`src/rtl/wbuf_pkg.sv`:
```
package wbuf_pkg;
    localparam int ADDR_W = 40;
    localparam int DATA_W = 32;
    localparam int WORDS  = 8;
    localparam int SLOTS  = 2;
    localparam int BE_W   = DATA_W / 8;
    localparam int WIDX_W = $clog2(WORDS);
    localparam int OFS_W  = WIDX_W + $clog2(BE_W);
    localparam int BLK_W  = ADDR_W - OFS_W;
    localparam int LEN_W  = WIDX_W + 1;
    localparam int SLOT_W = (SLOTS > 1) ? $clog2(SLOTS) : 1;

    typedef enum logic [1:0] {SL_EMPTY, SL_OPEN, SL_CLOSED} slot_st_e;
    typedef enum logic [1:0] {DR_IDLE, DR_HEAD, DR_DATA} drain_st_e;

    typedef struct packed {
        slot_st_e                         st;
        logic [BLK_W-1:0]                 blk;
        logic [WORDS-1:0]                 mask;
        logic [WORDS-1:0][BE_W-1:0]       be;
        logic [WORDS-1:0][DATA_W-1:0]     data;
    } slot_t;

    function automatic logic [WIDX_W-1:0] low_word(input logic [WORDS-1:0] m);
        logic [WIDX_W-1:0] r;
        r = '0;
        for (int i = WORDS - 1; i >= 0; i--)
            if (m[i]) r = WIDX_W'(i);
        return r;
    endfunction

    function automatic logic [WIDX_W-1:0] high_word(input logic [WORDS-1:0] m);
        logic [WIDX_W-1:0] r;
        r = '0;
        for (int i = 0; i < WORDS; i++)
            if (m[i]) r = WIDX_W'(i);
        return r;
    endfunction
endpackage

```
`src/rtl/wbuf_slot.sv`:
```
module wbuf_slot
    import wbuf_pkg::*;
(
    input  logic              clk,
    input  logic              rst,
    input  logic              alloc,
    input  logic              merge,
    input  logic              close,
    input  logic              free_i,
    input  logic [ADDR_W-1:0] st_addr,
    input  logic [DATA_W-1:0] st_data,
    input  logic [BE_W-1:0]   st_be,
    output slot_t             slot
);
    logic [WIDX_W-1:0] widx;
    slot_t             nxt;

    assign widx = st_addr[OFS_W-1 -: WIDX_W];

    always_comb begin
        nxt = slot;
        if (alloc) begin
            nxt.st   = SL_OPEN;
            nxt.blk  = st_addr[ADDR_W-1:OFS_W];
            nxt.mask = '0;
            nxt.be   = '0;
            nxt.data = '0;
        end
        if (alloc || merge) begin
            nxt.mask[widx] = 1'b1;
            nxt.be[widx]   = nxt.be[widx] | st_be;
            for (int b = 0; b < BE_W; b++)
                if (st_be[b]) nxt.data[widx][b*8 +: 8] = st_data[b*8 +: 8];
        end
        if (close)  nxt.st = SL_CLOSED;
        if (free_i) nxt.st = SL_EMPTY;
    end

    always_ff @(posedge clk) begin
        if (rst) slot <= '0;
        else     slot <= nxt;
    end
endmodule

```
`src/rtl/wbuf_drain.sv`:
```
module wbuf_drain
    import wbuf_pkg::*;
(
    input  logic                  clk,
    input  logic                  rst,
    input  slot_t [SLOTS-1:0]     slots,
    input  logic                  out_ready,
    output logic                  out_valid,
    output logic                  out_hdr,
    output logic [ADDR_W-1:0]     out_addr,
    output logic [LEN_W-1:0]      out_len,
    output logic [DATA_W-1:0]     out_data,
    output logic [BE_W-1:0]       out_be,
    output logic                  out_last,
    output logic [SLOTS-1:0]      free_o
);
    drain_st_e          st;
    logic [SLOT_W-1:0]  sel;
    logic [SLOT_W-1:0]  pick;
    logic               found;
    logic [WIDX_W-1:0]  widx;
    logic [WIDX_W-1:0]  lo;
    logic [WIDX_W-1:0]  hi;
    slot_t              cur;

    always_comb begin
        found = 1'b0;
        pick  = '0;
        for (int s = 0; s < SLOTS; s++)
            if (!found && slots[s].st == SL_CLOSED) begin
                found = 1'b1;
                pick  = SLOT_W'(s);
            end
    end

    assign cur = slots[sel];
    assign lo  = low_word(cur.mask);
    assign hi  = high_word(cur.mask);

    always_ff @(posedge clk) begin
        if (rst) begin
            st   <= DR_IDLE;
            sel  <= '0;
            widx <= '0;
        end else begin
            case (st)
                DR_IDLE: if (found) begin
                    sel <= pick;
                    st  <= DR_HEAD;
                end
                DR_HEAD: if (out_ready) begin
                    widx <= lo;
                    st   <= DR_DATA;
                end
                DR_DATA: if (out_ready) begin
                    if (widx == hi) st <= DR_IDLE;
                    else            widx <= widx + WIDX_W'(1);
                end
                default: st <= DR_IDLE;
            endcase
        end
    end

    always_comb begin
        out_valid = (st != DR_IDLE);
        out_hdr   = (st == DR_HEAD);
        out_len   = LEN_W'(hi) - LEN_W'(lo) + LEN_W'(1);
        out_addr  = {cur.blk, (st == DR_DATA) ? widx : lo, {(OFS_W-WIDX_W){1'b0}}};
        out_data  = (st == DR_DATA) ? cur.data[widx] : '0;
        out_be    = (st == DR_DATA) ? cur.be[widx]   : '0;
        out_last  = (st == DR_DATA) && (widx == hi);
    end

    for (genvar g = 0; g < SLOTS; g++) begin : g_free
        assign free_o[g] = out_last && out_ready && (sel == SLOT_W'(g));
    end
endmodule

```
`src/rtl/wr_burst_buf.sv`:
```
module wr_burst_buf
    import wbuf_pkg::*;
(
    input  logic              clk,
    input  logic              rst,
    input  logic              in_valid,
    output logic              in_ready,
    input  logic [ADDR_W-1:0] in_addr,
    input  logic [DATA_W-1:0] in_data,
    input  logic [BE_W-1:0]   in_be,
    output logic              out_valid,
    input  logic              out_ready,
    output logic              out_hdr,
    output logic [ADDR_W-1:0] out_addr,
    output logic [LEN_W-1:0]  out_len,
    output logic [DATA_W-1:0] out_data,
    output logic [BE_W-1:0]   out_be,
    output logic              out_last,
    input  logic [ADDR_W-1:0] rd_addr,
    output logic              rd_match
);
    slot_t [SLOTS-1:0] slots;
    logic  [SLOTS-1:0] is_open, is_closed, is_empty, blk_hit, rd_hit;
    logic  [SLOTS-1:0] alloc_v, merge_v, close_v, free_v;
    logic  [SLOT_W-1:0] first_empty;
    logic               hit, accept;

    for (genvar g = 0; g < SLOTS; g++) begin : g_slot
        wbuf_slot u_slot (
            .clk     (clk),
            .rst     (rst),
            .alloc   (alloc_v[g]),
            .merge   (merge_v[g]),
            .close   (close_v[g]),
            .free_i  (free_v[g]),
            .st_addr (in_addr),
            .st_data (in_data),
            .st_be   (in_be),
            .slot    (slots[g])
        );
        assign is_open[g]   = (slots[g].st == SL_OPEN);
        assign is_closed[g] = (slots[g].st == SL_CLOSED);
        assign is_empty[g]  = (slots[g].st == SL_EMPTY);
        assign blk_hit[g]   = is_open[g] && (slots[g].blk == in_addr[ADDR_W-1:OFS_W]);
        assign rd_hit[g]    = !is_empty[g] && (slots[g].blk == rd_addr[ADDR_W-1:OFS_W]);
        assign merge_v[g]   = accept && blk_hit[g];
        assign alloc_v[g]   = accept && !hit && (first_empty == SLOT_W'(g));
        assign close_v[g]   = is_open[g] &&
                              ((accept && !hit) || (!accept && !(|is_closed)));
    end

    always_comb begin
        first_empty = '0;
        for (int s = SLOTS - 1; s >= 0; s--)
            if (is_empty[s]) first_empty = SLOT_W'(s);
    end

    assign hit      = |blk_hit;
    assign in_ready = hit || (|is_empty);
    assign accept   = in_valid && in_ready;
    assign rd_match = |rd_hit;

    wbuf_drain u_drain (
        .clk       (clk),
        .rst       (rst),
        .slots     (slots),
        .out_ready (out_ready),
        .out_valid (out_valid),
        .out_hdr   (out_hdr),
        .out_addr  (out_addr),
        .out_len   (out_len),
        .out_data  (out_data),
        .out_be    (out_be),
        .out_last  (out_last),
        .free_o    (free_v)
    );
endmodule

```
`config.mk`:
```
export PLATFORM = sky130hd
export DESIGN_NAME = wr_burst_buf
export DESIGN_NICKNAME = d
export VERILOG_FILES = /design/src/rtl/wbuf_pkg.sv /design/src/rtl/wbuf_slot.sv /design/src/rtl/wbuf_drain.sv /design/src/rtl/wr_burst_buf.sv
export SDC_FILE = /design/constraint.sdc
export NUM_CORES = 2
export LEC_CHECK = 0
export BUFFER_PORTS_ARGS = -buffer_cell sky130_fd_sc_hd__buf_2
export CORE_MARGIN = 2
export CORE_UTILIZATION = 55
export DETAILED_ROUTE_END_ITERATION = 6
export GPL_ROUTABILITY_DRIVEN = 0
export PLACE_DENSITY = 0.8
export SLEW_MARGIN = 20
export SYNTH_ARGS = -nofsm -noshare
export SYNTH_HDL_FRONTEND = slang
export SYNTH_HIERARCHICAL = 1
export SYNTH_SLANG_ARGS = --single-unit
```
`constraint.sdc`:
```
create_clock -name clk -period 3.15 [get_ports clk]
set_input_delay 0.63 -clock clk [delete_from_list [all_inputs] [get_ports clk]]
set_output_delay 0.63 -clock clk [all_outputs]
set_load 0.02 [all_outputs]
```
==> impl_metrics.csv <==
group,metric,value,unit
floorplan,ios,205,
clock_network,cts_max_path_buffers,3,
routing,vias,32731,
logic_synthesis,yosys.area_share.simple,0.219,
logic_synthesis,synth_warnings,6,
sta,worst_pin_slew,0.895,ns
routing,dr.pass1.iters,7,
pwr,power_density,551,mW/mm^2
hold_path,holdCritStartpoint,"in_addr[21]",
hold_path,hold_path_end,"g_slot[1].u_slot/slot[312]$_SDFFE_PP0P_",
placed_design,post-place-ws,-0.309,ns
logic_synthesis,ys_ff_latch,672,
layout,layout_commonest_cell,"nand3_1",
floorplan,die-area,0.0629,sq mm
setup_path,cp-end-kind,"primary output",
layout,area_growth,22.4,%
sta,relSlewSlack,0.400,
routing,drtIter0Drc,4564,
routing,wl_per_cell,23.9,um
logic_synthesis,synth_top_family_by_area,"simple AND/OR/NAND/NOR gates",
setup_path,crit_type,"reg -> out",
clock_network,cts-root-buf,"clkbuf_16",
layout,drive_above_1_share,0.262,
layout,nFillCells,4208,
setup_path,rr_endpoint,"g_slot[0].u_slot/slot[284]$_SDFF_PP0_",
logic_synthesis,synth_top_area_frac,0.402,
logic_synthesis,synth_fa_ha_area_frac,0.00247,
global_routing,grt_pass1_wl,174000,um
logic_synthesis,synth-async-reset-ratio,0,
clock_network,clk_latency,0.63,ns
layout,final_nets,4102,
sta,fmax,273,MHz
placed_design,portBuffers,195,
setup_path,required,2.52,ns
logic_synthesis,syn_inst,3757,
clock_network,htree_levels,3,
layout,mostFrequentLayoutCells,"nand3_1, dfxtp_1, a21oi_1",
global_routing,track_usage,0.347,
routing,postRouteAntennaNets,0,
floorplan,rows,90,
floorplan,start_util,0.556,
hold_path,whs_path_depth,3,
setup_path,startpoint,"u_drain/sel$_SDFFE_PP0P_",
logic_synthesis,synthDistinctLibCells,90,
global_routing,grt_overflow_total,0,
routing,avgViaCountPerCell,6.79,
logic_synthesis,ys_top_cells_by_area,"dfxtp_1, mux4_2, nand3_1",
floorplan,design.core.area,0.0602,sq mm
setup_path,cp.arrival,3.03,ns
run,maxCapViolations,0,
logic_synthesis,synth_xor_area_frac,0.0348,
logic_synthesis,synthMuxAreaShare,0.162,
sta,finalSetupViolCount,42,
clock_network,cts_buffers,72,
clock_network,cts_hold_buf,0,
setup_path,reg2reg_from,"g_slot[1].u_slot/slot[324]$_SDFFE_PP0P_",
hold_path,min_path_type,"in -> reg",
logic_synthesis,synth_top_area_cell,"dfxtp_1",
floorplan,dieHeight,251,um
global_routing,antenna_found_initial,9,
status,status,"complete, but fails checks",
logic_synthesis,synth_compound_area_frac,0.125,
setup_path,reg2reg_slack,0.01,ns
global_routing,grt_max_degree,105,
sta,skew,0.0250,ns
sta,fin_crit,3.66,ns
sta,rsz0062_at_grt,"true",
setup_path,cp-start-kind,"register",
pwr,power,0.0226,W
setup_path,r2r_cells,14,
clock_network,clkTransAtPathRegs,0.06,ns
clock_network,cts.sink_count,672,
routing,wl,115000,um
logic_synthesis,ys_seq_area_frac,0.402,
pwr,peakVddDrop,0.485,mV
logic_synthesis,post_synth.cell_area_avg,8.91,sq um
floorplan,die_x,251,um
clock_network,cts_tree,"built",
logic_synthesis,synth_ff_type,"dfxtp_1",
status,violations,"design-rule violations, negative setup slack",
logic_synthesis,syn_area,0.0335,sq mm
global_routing,grt_pass1_vias,31136,
sta,setup_ws,-0.507,ns
setup_path,cp_max_fo,7,
sta,fin_crit_sh,1.16,
routing,drc,2,
placed_design,dp_hpwl,69200,um
sta,whs,0.309,ns
sta,finalHoldViolCount,0,
sta,drv_slew,0,
pwr,p_leak,13.9,nW
logic_synthesis,synth-edff-count,0,
[worst max-delay path by stage]
stage	slack [ns]	endpoint	depth (start not counted)
global placement	-0.31	g_slot[1].u_slot/slot[287]$_SDFF_PP0_	13
detailed placement	-0.31	g_slot[1].u_slot/slot[283]$_SDFF_PP0_	13
floorplan	0.09	out_len[3]	11
finish	-0.51	out_data[24]	8
global route	-0.55	out_len[2]	12
CTS	-0.48	out_data[19]	9
[synth_stat cells, types with 16 or more instances]
library cell / instances
nand3_1: 752
nor2_1: 143
nand2_1: 402
inv_1: 22
buf_2: 51
nor2b_1: 16
and2_1: 43
mux2_2: 46
xor2_1: 30
mux4_2: 178
a221oi_1: 23
dfxtp_1: 672
nand4_1: 28
clkbuf_2: 60
and3_1: 24
xnor2_1: 103
buf_1: 31
buf_4: 27
clkbuf_1: 194
mux2i_1: 81
a21oi_1: 586
a211oi_1: 33
[metal layers]
| layer | GRT usage | part of all wire | up-vias |
|---|---|---|---|
| met2 | 0.548 | 0.46 | 2534 |
| met1 | 0.440 | 0.36 | 15605 |
| met3 | 0.0682 | 0.12 | 605 |
| li1 | - | - | 13979 |
| met4 | 0.217 | 0.071 | 8 |
| met5 | 0 | 0.00047 | - |
[registers in the layout (all words and copies together), names as in the netlist]
signal and cells:
u_drain/sel 1, g_slot.u_slot/slot 666, u_drain/widx 3, u_drain/st 2
[repair_timing]
item                                    4_1_cts  5_1_grt
pin swaps                                    29       24
buffers inserted                             44       17
resized for setup                           125      122
endpoints found under the setup margin       63      429
cloned                                        9        3
[per-stage QoR]
stage | setup TNS [ns] | utilization | area, sq um | instances
after floorplan | 0 | - | 33500 | 3758
after CTS | -15.12 | 0.669 | 40300 | 4796
final | -17.40 | 0.680 | 41000 | 4817
after global placement | -79.14 | 0.612 | 36900 | 4618
after detailed placement | -95.11 | 0.612 | 36900 | 4618
after global routing | -22.29 | 0.680 | 41000 | 4817
[cells by family (layout without fill, tap and decap cells)]
logic type | count (synthesis) | in the layout
compound gates | 723 | 723
xor+xnor | 133 | 133
fa+ha+maj | 6 | 6
buf+inv | 404 | 676
flops | 672 | 672
mux | 308 | 308
other cells | 1 | 7
simple gates | 1510 | 1510
[worst max-delay path, stage by stage (launching register included)]
cell     delay [ns]
dfxtp_4        0.42
buf_8          0.14
buf_16         0.16
buf_12         0.18
buf_12         0.14
mux4_2         0.53
mux4_2         0.54
and2_4         0.17
buf_6          0.12
[cell type report]
type | instances | area (sq um) | area share
Multi-Input combinational cell | 2682 | 18700 | 0.456
Sequential cell | 672 | 13500 | 0.329
Timing Repair Buffer | 520 | 5230 | 0.128
Clock buffer | 102 | 2200 | 0.0537
Tap cell | 782 | 978 | 0.0239
Clock inverter | 26 | 254 | 0.00620
Inverter | 28 | 125 | 0.00305
Antenna cell | 5 | 12.5 | 0.000305
[where the power goes]
group          leakage [nW]  switching, W  internal [W]
Clock                  1.21       0.00363       0.00520
Combinational          7.25       0.00274       0.00206
Sequential             5.43      0.000262       0.00871
Total                  13.9       0.00663        0.0160
Power figures use the tool's default switching activity.
